**config.mk**
```make
export PLATFORM = sky130hd
export DESIGN_NAME = xstack_ptr
export DESIGN_NICKNAME = d
export VERILOG_FILES = /design/src/rtl/xsp_pkg.sv /design/src/rtl/xsp_ptr_next.sv /design/src/rtl/xsp_seq.sv /design/src/rtl/xstack_ptr.sv
export SDC_FILE = /design/constraint.sdc
export NUM_CORES = 1
export LEC_CHECK = 0
export ABC_AREA = 1
export BUFFER_PORTS_ARGS = -buffer_cell sky130_fd_sc_hd__buf_2
export CAP_MARGIN = 15
export CORE_ASPECT_RATIO = 0.8
export CORE_MARGIN = 8
export CORE_UTILIZATION = 35
export DETAILED_ROUTE_END_ITERATION = 8
export RECOVER_POWER = 50
export SKIP_LAST_GASP = 1
export SYNTH_ARGS = -nofsm -noshare
export SYNTH_HDL_FRONTEND = slang
export SYNTH_SLANG_ARGS = --single-unit
```
**constraint.sdc**
```tcl
create_clock -name clk -period 3.2 [get_ports clk]
set_clock_uncertainty 0.05 [all_clocks]
set_input_delay 0 -clock clk [delete_from_list [all_inputs] [get_ports clk]]
set_output_delay 0 -clock clk [all_outputs]
set_load 0.03 [all_outputs]
```
**src/rtl/xsp_pkg.sv**
```systemverilog
package xsp_pkg;
  typedef enum logic [1:0] {
    SQ_IDLE  = 2'd0,
    SQ_PUSH  = 2'd1,
    SQ_POP   = 2'd2,
    SQ_DRAIN = 2'd3
  } seq_state_e;
endpackage

```
**src/rtl/xsp_ptr_next.sv**
```systemverilog
// Pointer arithmetic for one stack movement: next low pointer, next page bits, access address.
module xsp_ptr_next #(
  parameter int SP_W  = 8,
  parameter int EXT_W = 2
) (
  input  logic [SP_W-1:0]       sp_cur,
  input  logic [EXT_W-1:0]      ext_cur,
  input  logic                  wide_mode,
  input  logic                  do_push,
  input  logic                  do_pop,
  output logic [SP_W-1:0]       sp_nxt,
  output logic [EXT_W-1:0]      ext_nxt,
  output logic [SP_W+EXT_W-1:0] acc_addr
);
  localparam int AW = SP_W + EXT_W;

  logic at_top;
  logic at_bot;

  assign at_top = &sp_cur;
  assign at_bot = ~|sp_cur;

  always_comb begin
    sp_nxt  = sp_cur;
    ext_nxt = ext_cur;
    if (do_push) begin
      sp_nxt = sp_cur + 1'b1;
      if (wide_mode && at_top) ext_nxt = ext_cur + 1'b1;
    end else if (do_pop) begin
      sp_nxt = sp_cur - 1'b1;
      if (wide_mode && at_bot) ext_nxt = ext_cur - 1'b1;
    end
  end

  // Push writes at the pre-incremented pointer; pop reads at the current one.
  always_comb begin
    if (do_push) begin
      acc_addr = wide_mode ? {ext_nxt, sp_nxt} : {{EXT_W{1'b0}}, sp_nxt};
    end else begin
      acc_addr = wide_mode ? {ext_cur, sp_cur} : {{EXT_W{1'b0}}, sp_cur};
    end
  end

  logic [AW-1:0] unused_chk;
  assign unused_chk = acc_addr;
endmodule

```
**src/rtl/xsp_seq.sv**
```systemverilog
// Return-address sequencer: byte-serial save and restore of the program counter.
module xsp_seq
  import xsp_pkg::*;
#(
  parameter int PC_W   = 24,
  parameter int BYTE_W = 8
) (
  input  logic              clk,
  input  logic              rst_n,
  input  logic              start_call,
  input  logic              start_irq,
  input  logic              start_ret,
  input  logic              flat_mode,
  input  logic [PC_W-1:0]   ret_addr,
  input  logic [PC_W-1:0]   target,
  input  logic              rd_valid,
  input  logic [BYTE_W-1:0] rd_data,
  output logic              busy,
  output logic              seq_push,
  output logic              seq_pop,
  output logic [BYTE_W-1:0] push_byte,
  output logic              pc_valid,
  output logic [PC_W-1:0]   pc_value
);
  localparam int NB    = PC_W / BYTE_W;
  localparam int CNT_W = (NB > 2) ? $clog2(NB) : 1;
  localparam logic [CNT_W-1:0] CNT_LONG  = CNT_W'(NB - 1);
  localparam logic [CNT_W-1:0] CNT_SHORT = CNT_W'(NB - 2);
  localparam logic [PC_W-1:0]  SHORT_MASK = {{BYTE_W{1'b0}}, {(PC_W-BYTE_W){1'b1}}};

  seq_state_e        state_q, state_d;
  logic [CNT_W-1:0]  cnt_q, cnt_d;
  logic [PC_W-1:0]   sh_q, sh_d;
  logic [PC_W-1:0]   pc_q, pc_d;
  logic              pcv_q, pcv_d;
  logic              sh_en, pc_en, cnt_en;
  logic              capture;

  assign capture = rd_valid && ((state_q == SQ_POP) || (state_q == SQ_DRAIN));

  always_comb begin
    state_d  = state_q;
    cnt_d    = cnt_q;
    sh_d     = sh_q;
    pc_d     = pc_q;
    pcv_d    = 1'b0;
    seq_push = 1'b0;
    seq_pop  = 1'b0;
    sh_en    = 1'b0;
    pc_en    = 1'b0;
    cnt_en   = 1'b0;
    if (capture) begin
      pc_d  = {pc_q[PC_W-BYTE_W-1:0], rd_data};
      pc_en = 1'b1;
    end
    unique case (state_q)
      SQ_IDLE: begin
        if (start_irq || start_call) begin
          state_d = SQ_PUSH;
          cnt_d   = flat_mode ? CNT_LONG : CNT_SHORT;
          cnt_en  = 1'b1;
          sh_d    = ret_addr;
          sh_en   = 1'b1;
          pc_d    = (start_call && flat_mode) ? target : (target & SHORT_MASK);
          pc_en   = 1'b1;
        end else if (start_ret) begin
          state_d = SQ_POP;
          cnt_d   = flat_mode ? CNT_LONG : CNT_SHORT;
          cnt_en  = 1'b1;
          pc_d    = '0;
          pc_en   = 1'b1;
        end
      end
      SQ_PUSH: begin
        seq_push = 1'b1;
        sh_d     = sh_q >> BYTE_W;
        sh_en    = 1'b1;
        if (cnt_q == '0) begin
          state_d = SQ_IDLE;
          pcv_d   = 1'b1;
        end else begin
          cnt_d  = cnt_q - 1'b1;
          cnt_en = 1'b1;
        end
      end
      SQ_POP: begin
        seq_pop = 1'b1;
        if (cnt_q == '0) begin
          state_d = SQ_DRAIN;
        end else begin
          cnt_d  = cnt_q - 1'b1;
          cnt_en = 1'b1;
        end
      end
      SQ_DRAIN: begin
        state_d = SQ_IDLE;
        pcv_d   = 1'b1;
      end
      default: state_d = SQ_IDLE;
    endcase
  end

  always_ff @(posedge clk or negedge rst_n) begin
    if (!rst_n) begin
      state_q <= SQ_IDLE;
      pcv_q   <= 1'b0;
    end else begin
      state_q <= state_d;
      pcv_q   <= pcv_d;
    end
  end

  always_ff @(posedge clk or negedge rst_n) begin
    if (!rst_n) begin
      cnt_q <= '0;
      sh_q  <= '0;
      pc_q  <= '0;
    end else begin
      if (cnt_en) cnt_q <= cnt_d;
      if (sh_en)  sh_q  <= sh_d;
      if (pc_en)  pc_q  <= pc_d;
    end
  end

  assign busy      = (state_q != SQ_IDLE);
  assign push_byte = sh_q[BYTE_W-1:0];
  assign pc_valid  = pcv_q;
  assign pc_value  = pc_q;
endmodule

```
**src/rtl/xstack_ptr.sv**
```systemverilog
module xstack_ptr #(
  parameter int               SP_W    = 8,
  parameter int               EXT_W   = 2,
  parameter int               PC_W    = 24,
  parameter logic [SP_W-1:0]  SP_RST  = 8'h07,
  parameter logic [SP_W-1:0]  ESP_RST = 8'hFC
) (
  input  logic                  clk,
  input  logic                  rst_n,
  input  logic                  stk_mode_10b,
  input  logic                  flat_24b,
  input  logic                  push_req,
  input  logic                  pop_req,
  input  logic [SP_W-1:0]       push_data,
  input  logic                  call_req,
  input  logic                  irq_req,
  input  logic                  ret_req,
  input  logic [PC_W-1:0]       ret_addr,
  input  logic [PC_W-1:0]       jump_target,
  input  logic                  sp_wr_en,
  input  logic [SP_W-1:0]       sp_wr_data,
  input  logic                  esp_wr_en,
  input  logic [SP_W-1:0]       esp_wr_data,
  output logic [SP_W+EXT_W-1:0] stk_addr,
  output logic                  stk_ext_sel,
  output logic                  stk_we,
  output logic [SP_W-1:0]       stk_wdata,
  output logic                  stk_re,
  input  logic [SP_W-1:0]       stk_rdata,
  output logic                  pop_valid,
  output logic [SP_W-1:0]       pop_data,
  output logic [SP_W-1:0]       sp_value,
  output logic [SP_W-1:0]       esp_value,
  output logic                  seq_busy,
  output logic                  pc_load_valid,
  output logic [PC_W-1:0]       pc_load_value,
  output logic                  req_conflict
);
  localparam int AW = SP_W + EXT_W;

  // reset: asserted asynchronously, released on a clock edge
  logic [1:0] rst_sync_q;
  logic       rst_int_n;

  always_ff @(posedge clk or negedge rst_n) begin
    if (!rst_n) rst_sync_q <= 2'b00;
    else        rst_sync_q <= {rst_sync_q[0], 1'b1};
  end
  assign rst_int_n = rst_sync_q[1];

  logic [SP_W-1:0]  sp_q, sp_d;
  logic [SP_W-1:0]  esp_q, esp_d;
  logic             sp_en, esp_en;
  logic             popv_q, err_q;
  logic             conflict, go_seq;
  logic             plain_push, plain_pop;
  logic             seq_push, seq_pop, busy;
  logic [SP_W-1:0]  seq_byte;
  logic             do_push, do_pop;
  logic [SP_W-1:0]  sp_nxt;
  logic [EXT_W-1:0] ext_nxt;
  logic [AW-1:0]    acc_addr;

  assign conflict   = push_req && pop_req;
  assign plain_push = !busy && push_req && !pop_req;
  assign plain_pop  = !busy && pop_req && !push_req;
  assign go_seq     = !busy && !push_req && !pop_req;
  assign do_push    = plain_push || seq_push;
  assign do_pop     = plain_pop || seq_pop;

  xsp_seq #(.PC_W(PC_W), .BYTE_W(SP_W)) u_seq (
    .clk        (clk),
    .rst_n      (rst_int_n),
    .start_call (go_seq && call_req && !irq_req),
    .start_irq  (go_seq && irq_req),
    .start_ret  (go_seq && ret_req && !irq_req && !call_req),
    .flat_mode  (flat_24b),
    .ret_addr   (ret_addr),
    .target     (jump_target),
    .rd_valid   (popv_q),
    .rd_data    (stk_rdata),
    .busy       (busy),
    .seq_push   (seq_push),
    .seq_pop    (seq_pop),
    .push_byte  (seq_byte),
    .pc_valid   (pc_load_valid),
    .pc_value   (pc_load_value)
  );

  xsp_ptr_next #(.SP_W(SP_W), .EXT_W(EXT_W)) u_ptr (
    .sp_cur    (sp_q),
    .ext_cur   (esp_q[EXT_W-1:0]),
    .wide_mode (stk_mode_10b),
    .do_push   (do_push),
    .do_pop    (do_pop),
    .sp_nxt    (sp_nxt),
    .ext_nxt   (ext_nxt),
    .acc_addr  (acc_addr)
  );

  // next state: a register write overrides a concurrent movement
  always_comb begin
    sp_en  = sp_wr_en || do_push || do_pop;
    esp_en = esp_wr_en || ((do_push || do_pop) && stk_mode_10b);
    sp_d   = sp_wr_en  ? sp_wr_data  : sp_nxt;
    esp_d  = esp_wr_en ? esp_wr_data : {esp_q[SP_W-1:EXT_W], ext_nxt};
  end

  always_ff @(posedge clk or negedge rst_int_n) begin
    if (!rst_int_n) begin
      sp_q   <= SP_RST;
      esp_q  <= ESP_RST;
      popv_q <= 1'b0;
      err_q  <= 1'b0;
    end else begin
      if (sp_en)  sp_q  <= sp_d;
      if (esp_en) esp_q <= esp_d;
      popv_q <= do_pop;
      err_q  <= conflict;
    end
  end

  assign stk_addr     = acc_addr;
  assign stk_ext_sel  = stk_mode_10b;
  assign stk_we       = do_push;
  assign stk_wdata    = seq_push ? seq_byte : push_data;
  assign stk_re       = do_pop;
  assign pop_valid    = popv_q;
  assign pop_data     = stk_rdata;
  assign sp_value     = sp_q;
  assign esp_value    = esp_q;
  assign seq_busy     = busy;
  assign req_conflict = err_q;
endmodule

```
== Word-level counts from Yosys, hierarchy flattened ==
Cells that the tools add are included.

* Word-level logic and storage cells: 111
* Input port bits: 91
* Register bits after elaboration: 73
* Output and inout bits: 73

* Muxes and demuxes: 43
* Eq/ne operators: 8
* Reduce and logical (&&, ||, !) cells: 44
* Add/sub/neg operators: 5

{| class="wikitable"
|+ Operator list
! cell !! count
|-
| 2-to-1 mux 24 bit || 6
|-
| case mux 24 bit (2 select lines) || 1
|-
| 2-to-1 mux 8 bit || 4
|-
| 2-to-1 mux 10 bit || 3
|-
| 2-to-1 mux 2 bit || 13
|-
| logical AND 1 bit || 18
|-
| 2-to-1 mux 1 bit || 11
|-
| adder 8 x 1 -> 8 bit (second input constant) || 1
|-
| logical OR 1 bit || 8
|-
| case mux 2 bit (4 select lines) || 1
|-
| AND reduction 8 bit || 1
|-
| OR reduction 8 bit || 1
|-
| subtractor 8 x 1 -> 8 bit (second input constant) || 1
|-
| logical NOT 1 bit || 6
|-
| case mux 1 bit (2 select lines) || 3
|-
| AND reduction 3 bit || 2
|-
| nonzero test 2 bit || 3
|-
| equality test 2 bit (second input constant) || 2
|-
| logical NOT 2 bit || 2
|-
| != test 2 x 1 -> 1 bit (second input constant) || 2
|-
| != test 2 bit (second input constant) || 2
|-
| case mux 2 bit (2 select lines) || 1
|-
| AND reduction 4 bit || 1
|-
| subtractor 2 x 1 -> 2 bit (second input constant) || 2
|-
| 5 further kinds || 5
|}

== Logic depth before layout (Yosys ltp) ==
* Depth in word-level cells: 11
* Depth in mapped cells: 11
* Gate-level depth less buffers: 11

== By module ==
From an unflattened synthesis, not the netlist that was laid out.

* Cells, all modules: 678
* Area total of the unflattened synthesis: 4688.2 um2

{| class="wikitable"
|+ Modules (own cells, without submodules)
! module !! seq. area each (um2) !! cells an instance !! area an instance (um2) !! times used
|-
| xsp_seq || 1326.3 || 410 || 2926.6 || 1
|-
| xstack_ptr || 511.7 || 135 || 1112.3 || 1
|-
| xsp_ptr_next || 0.0 || 133 || 649.4 || 1
|}

== Least setup slack after synthesis ==
No wires, ideal clock.

* Kind: flip-flop to output port
* From: reg u_seq.state_q[0]
* To: out stk_addr[2]
* Required time: 3.150 ns
* Stages on the path, launching flop included: 8
* Arrival time: 1.994 ns
* Path slack: 1.156 ns
* Cell sequence: dfrtp_1 > inv_1 > ha_1 > nand3_1 > nand2_2 > buf_4 > buf_4 > o21ai_0

* Elaborated cells on any way between the ends: 16
* Those cells by class: eq/ne (2); mux (6); reduce/logical (8)

{| class="wikitable"
|+ RTL lines
! item !! RTL line !! text
|-
| start: declaration || xsp_seq.sv:31 || <nowiki>seq_state_e state_q, state_d;</nowiki>
|-
| start signal: assignment || xsp_seq.sv:108 || <nowiki>state_q <= state_d;</nowiki>
|-
| nonzero test 2 bit || xsp_seq.sv:125 || <nowiki>assign busy = (state_q != SQ_IDLE);</nowiki>
|-
| logical NOT 1 bit || xstack_ptr.sv:65 || <nowiki>assign plain_push = !busy && push_req && !pop_req;</nowiki>
|-
| logical AND 1 bit (2 in series) || xstack_ptr.sv:65 ||
|-
| logical OR 1 bit (*) || xstack_ptr.sv:68 || <nowiki>assign do_push = plain_push || seq_push;</nowiki>
|-
| net stk_we || xstack_ptr.sv:26 || <nowiki>output logic stk_we,</nowiki>
|-
| 2-to-1 mux 8 bit || xsp_ptr_next.sv:26 || <nowiki>if (do_push) begin</nowiki>
|-
| 2-to-1 mux 10 bit || xsp_ptr_next.sv:38 || <nowiki>acc_addr = wide_mode ? {ext_nxt, sp_nxt} : {{EXT_W{1'b0}}, sp_nxt};</nowiki>
|-
| 2-to-1 mux 10 bit (*) || xsp_ptr_next.sv:37 || <nowiki>if (do_push) begin</nowiki>
|-
| end: declaration || xstack_ptr.sv:24 || <nowiki>output logic [SP_W+EXT_W-1:0] stk_addr,</nowiki>
|}

Mark *: on every way through the listed nets, which the timed path passes. The rest lies on a longest branch.

== Final worst setup path ==
* From: reg u_seq.state_q[1]
* To: out stk_addr[2]

* Cells in the longest elaborated chain, start to end: 9
* Elaborated cells on any way between the ends: 16
* Those cells by class: eq/ne (2); mux (6); reduce/logical (8)

{| class="wikitable"
|+ RTL lines
! item !! RTL line !! text
|-
| nonzero test 2 bit || xsp_seq.sv:125 ||
|-
| logical NOT 1 bit || xstack_ptr.sv:65, xstack_ptr.sv:66 ||
|-
| logical AND 1 bit (2 in series) || xstack_ptr.sv:66 || <nowiki>assign plain_pop = !busy && pop_req && !push_req;</nowiki>
|-
| logical OR 1 bit || xstack_ptr.sv:69 || <nowiki>assign do_pop = plain_pop || seq_pop;</nowiki>
|-
| 2-to-1 mux 8 bit || xsp_ptr_next.sv:29 || <nowiki>end else if (do_pop) begin</nowiki>
|-
| 2-to-1 mux 8 bit || xsp_ptr_next.sv:26 ||
|-
| 2-to-1 mux 10 bit || xsp_ptr_next.sv:38 ||
|-
| 2-to-1 mux 10 bit (*) || xsp_ptr_next.sv:37 ||
|}

Mark *: on every way between the ends. The rest lies on a longest branch, timed or not.

==> impl_table.tex <==
\begin{tabular}{lr}
\hline
Metric & Value \\
\hline
\multicolumn{2}{l}{\textbf{CTS}} \\
\quad Root buf cell & sky130\_fd\_sc\_hd\_\_clkbuf\_16 \\
\quad Deepest level of the CTS H-tree & 3 \\
\quad Clock transition at path regs & 0.06 ns \\
\quad CTS tree & built \\
\quad TritonCTS Buffers & 9 \\
\quad Clock tree buffer depth & 2 \\
\quad Clock latency reported for the late side of the worst-skew pair & 0.33 ns \\
\quad CTS sink count & 73 \\
\multicolumn{2}{l}{\textbf{Floorplan}} \\
\quad Die height & 114 µm \\
\quad Starting Density & 0.352 \\
\quad Cell Rows & 36 \\
\quad Area of the die & 0.0158 mm² \\
\quad Width of the die & 139 µm \\
\quad Area of the placeable core & 0.0120 mm² \\
\quad I/O pin count & 164 \\
\multicolumn{2}{l}{\textbf{Logic synthesis}} \\
\quad Synth Register Bits & 73 \\
\quad Post-synth EDFFs & 0 \\
\quad Top\_reg\_cell synth & sky130\_fd\_sc\_hd\_\_dfrtp\_1 \\
\quad Synthesized area per cell & 7.19 µm² \\
\quad Syn Nets & 685 \\
\quad Total standard cell area after synthesis & 0.00422 mm² \\
\quad Number of distinct standard cells referenced by the synthesized netlist & 33 \\
\quad Synth warnings & 0 \\
\quad Seq/Total Area, Yosys & 0.436 \\
\quad Fraction of synthesis flops using an asynchronous set or reset pin & 1.00 \\
\quad Instance count of the mapped netlist & 587 \\
\multicolumn{2}{l}{\textbf{Power and ir drop}} \\
\quad Sequential share of power & 0.296 \\
\quad Reported leakage power & 3.19 nW \\
\quad Proportion of total power due to net switching & 0.473 \\
\quad Power dissipated by switching net loads & 2.54 mW \\
\quad Worst vdd rail ir drop & 490 µV \\
\quad Part of the power in the clock network & 0.186 \\
\quad P\_int & 2.83 mW \\
\quad Post-layout power & 5.37 mW \\
\quad Comb pwr share & 0.519 \\
\quad Cell area power density & 866 mW/mm² \\
\multicolumn{2}{l}{\textbf{Timing}} \\
\quad Post-layout min period & 2.65 ns \\
\quad Setup repair after global routing missed its margin & false \\
\quad Fin crit share & 0.828 \\
\quad Hold slack & 0.0604 ns \\
\quad Least-Margin Pin Slew & 1.59 ns \\
\quad Final number of setup-violating endpoints & 0 \\
\quad Worst rel slew slack & -0.0602 \\
\quad Count of endpoints failing hold in the final timing report & 0 \\
\quad Fmax & 377 MHz \\
\quad Final slew viol count & 72 \\
\quad Post-Route Setup TNS & 0 ns \\
\multicolumn{2}{l}{\textbf{Finish}} \\
\quad Non-Filler Instances & 979 \\
\quad ANT cells & 0 \\
\quad Multi-input combinational cell area & 0.00196 mm² \\
\quad Fin nets & 920 \\
\quad Leading cell type in the layout, fill and taps excluded & sky130\_fd\_sc\_hd\_\_nand2\_1 \\
\quad Fraction of final layout cells sized beyond drive strength 1 & 0.187 \\
\quad Final-layout fill cell count & 1234 \\
\quad Share of the core filled with cells & 0.518 \\
\quad Area delta synth->final & 46.9\% \\
\quad Most frequent cells in the layout & sky130\_fd\_sc\_hd\_\_nand2\_1 (242), sky130\_fd\_sc\_hd\_\_buf\_2 (110), sky130\_fd\_sc\_hd\_\_dlygate4sd3\_1 (92) \\
\quad Area occupied by registers & 0.00184 mm² \\
\multicolumn{2}{l}{\textbf{Global routing}} \\
\quad Fraction of met3 tracks used by global routing & 0.0633 \\
\quad GR Util All Layers & 0.174 \\
\quad Pin count of the biggest net entering global routing & 72 \\
\quad GR met1 Demand/Resource & 0.208 \\
\quad M2 GR Usage & 0.293 \\
\quad Number of global-route vias before repair & 4702 \\
\quad Grt peak-use layer & met2 \\
\quad Wire length of the first global-routing pass & 22.9 mm \\
\quad Number of antenna violations at the first check in global routing & 1 \\
\quad Gr ovfl total & 0 \\
\multicolumn{2}{l}{\textbf{Placement}} \\
\quad DPL Wire Length & 9.58 mm \\
\quad Gp weighted congestion & 0.858 \\
\quad Number of placed instances, taps included & 871 \\
\quad Quantity of I/O buffers inserted on ports & 163 \\
\multicolumn{2}{l}{\textbf{Critical path}} \\
\quad Setup slack on the worst flop-to-flop path & 0.56 ns \\
\quad Worst R2R Path Depth & 10 \\
\quad CP max-delay cell & sky130\_fd\_sc\_hd\_\_dfrtp\_1 \\
\quad Required time reported for the critical path endpoint & 3.15 ns \\
\quad Worst path max stage delay & 0.41 ns \\
\quad WS Path Type & flip-flop to output pin \\
\quad Endpoint kind of the worst setup timing path & output pin \\
\quad Chain of cells forming the critical path & inv\_1, ha\_1, nand3\_1, nand2\_2, inv\_2, nand2\_1, o21ai\_0, nand2\_1, nand3\_1, o21ai\_0, buf\_2 \\
\quad Capture instance of the worst register-to-register path & u\_seq.pc\_value[1] \\
\quad Element type at the critical path start & flip-flop \\
\quad Arrival time of the worst setup path & 2.60 ns \\
\quad Number of buffer and inverter stages on the critical path & 3 \\
\quad Beginning of the worst register-to-register path & u\_seq.state\_q[0] \\
\quad Largest driver fanout on the critical path & 24 \\
\quad Kind of cell adding the most delay to the critical path & simple AND/OR/NAND/NOR gates \\
\multicolumn{2}{l}{\textbf{Worst hold path}} \\
\quad Hold Crit Endpoint & u\_seq.cnt\_q[1] \\
\quad Hold Path Class & input port to flip-flop \\
\quad Startpoint of the tightest hold check path & flat\_24b \\
\quad Worst Hold Path Cells & 5 \\
\multicolumn{2}{l}{\textbf{Routing}} \\
\quad Post-DR wirelength/cell & 14.0 µm \\
\quad Antenna violation net count after detailed routing & 0 \\
\quad Per-cell via count in the routed design & 4.74 \\
\quad Via count & 4637 \\
\quad Initial DRC Count & 278 \\
\quad Total wire length after detailed routing & 13.8 mm \\
\quad 1st-pass router iterations & 5 \\
\quad Total DRC errors in the routed layout & 0 \\
\multicolumn{2}{l}{\textbf{Flow run}} \\
\quad Number of maximum-capacitance constraint violations & 1 \\
\multicolumn{2}{l}{\textbf{Run status}} \\
\quad Outcome & finished, violations left \\
\quad Violated checks & max-capacitance violations, max-slew violations \\
\hline
\end{tabular}
==> logic make-up (layout without fill, tap and decap cells) <==
group | after synthesis | after routing | share of synthesized area
compound gates | 67 | 67 | 0.0940
xor+xnor | 6 | 6 | 0.0125
fa+ha+maj | 7 | 7 | 0.0208
buf+inv | 89 | 329 | 0.100
flops | 73 | 73 | 0.436
other cells | 1 | 1 | 0.000889
simple gates | 344 | 344 | 0.336
==> layout make-up <==
class / count / area share
multi-input combinational: 425 / 0.316
sequential: 73 / 0.297
timing repair buffer: 261 / 0.277
clock buffer: 10 / 0.0369
inverter: 52 / 0.0323
tap: 152 / 0.0307
clock inverter: 6 / 0.0109
==> power groups by stage <==
stage          combinational [mW]  clock [mW]  sequential (mW)
6_report                     2.78       0.997             1.59
3_3_place_gp                 2.61           0             1.58
3_5_place_dp                 2.66           0             1.60
5_1_grt                      3.12        1.07             1.64
4_1_cts                      2.86        1.04             1.58
2_1_floorplan                1.63           0             1.89
==> what timing repair did <==
| item | 4_1_cts | 5_1_grt |
|---|---|---|
| setup buffers | 0 | 0 |
| resized for setup | 0 | 0 |
| hold buffers | 92 | 0 |
| endpoints found under the hold margin | 67 | 0 |
==> stage by stage <==
stage          setup slack [ns]  cell area [µm²]
3_5_place_dp              0.912             5050
6_report                  0.550             6200
5_1_grt                   0.241             6200
3_3_place_gp              0.969             5050
2_1_floorplan             0.982             4220
4_1_cts                   0.528             6270
==> worst register-to-register path: stages (launching register included) <==
cell and delay [ns]:
sky130_fd_sc_hd__dfrtp_1 0.39, sky130_fd_sc_hd__inv_1 0.08, sky130_fd_sc_hd__ha_1 0.26, sky130_fd_sc_hd__o21ai_2 0.15, sky130_fd_sc_hd__buf_4 0.30, sky130_fd_sc_hd__inv_1 0.38, sky130_fd_sc_hd__nand2_1 0.18, sky130_fd_sc_hd__nand2_1 0.06
sky130_fd_sc_hd__nand3_1 0.08, sky130_fd_sc_hd__nand2_1 0.05, sky130_fd_sc_hd__dlygate4sd3_1 0.55
==> worst max path at each step <==
| stage | startpoint | end | slack, ns | cells after the start |
|---|---|---|---|---|
| 2_1_floorplan | rst_sync_q[1] | esp_value[0] | 0.98 | 0 |
| 3_5_place_dp | u_seq.state_q[1] | stk_addr[2] | 0.91 | 11 |
| 3_3_place_gp | u_seq.state_q[0] | stk_addr[2] | 0.97 | 11 |
| 4_1_cts | u_seq.state_q[1] | stk_addr[2] | 0.53 | 11 |
| 5_1_grt | u_seq.state_q[1] | stk_addr[2] | 0.24 | 11 |
| 6_report | u_seq.state_q[1] | stk_addr[2] | 0.55 | 11 |
==> registers in the layout, indices dropped and copies added, names as in the netlist <==
signal          count
u_seq.pc_value     24
u_seq.sh_q         24
esp_value           8
sp_value            8
rst_sync_q          2
u_seq.cnt_q         2
u_seq.state_q       2
pop_valid           1
req_conflict        1
u_seq.pc_valid      1
==> per-layer routing <==
metal,vias to the layer above,share of wire
li1,2326,-
met1,2107,0.43
met2,189,0.47
met3,13,0.089
met4,2,0.010
met5,-,0.00087
==> cells in the mapped netlist (4+ instances only) <==
cell type	count	area share
sky130_fd_sc_hd__nor3_1	4	0.0047
sky130_fd_sc_hd__dfstp_2	9	0.056
sky130_fd_sc_hd__nand2_1	242	0.22
sky130_fd_sc_hd__a31oi_1	10	0.015
sky130_fd_sc_hd__buf_4	13	0.023
sky130_fd_sc_hd__nand4_1	5	0.0074
sky130_fd_sc_hd__buf_2	10	0.012
sky130_fd_sc_hd__a21oi_1	8	0.0095
sky130_fd_sc_hd__o211ai_1	7	0.012
sky130_fd_sc_hd__nand3_1	56	0.066
sky130_fd_sc_hd__nor2_1	29	0.026
sky130_fd_sc_hd__o21ai_0	30	0.036
sky130_fd_sc_hd__inv_1	49	0.044
sky130_fd_sc_hd__ha_1	7	0.021
sky130_fd_sc_hd__clkbuf_1	11	0.0098
sky130_fd_sc_hd__dfrtp_1	64	0.38
sky130_fd_sc_hd__xor2_1	6	0.012
No activity file was read; power rests on OpenSTA's default activity.
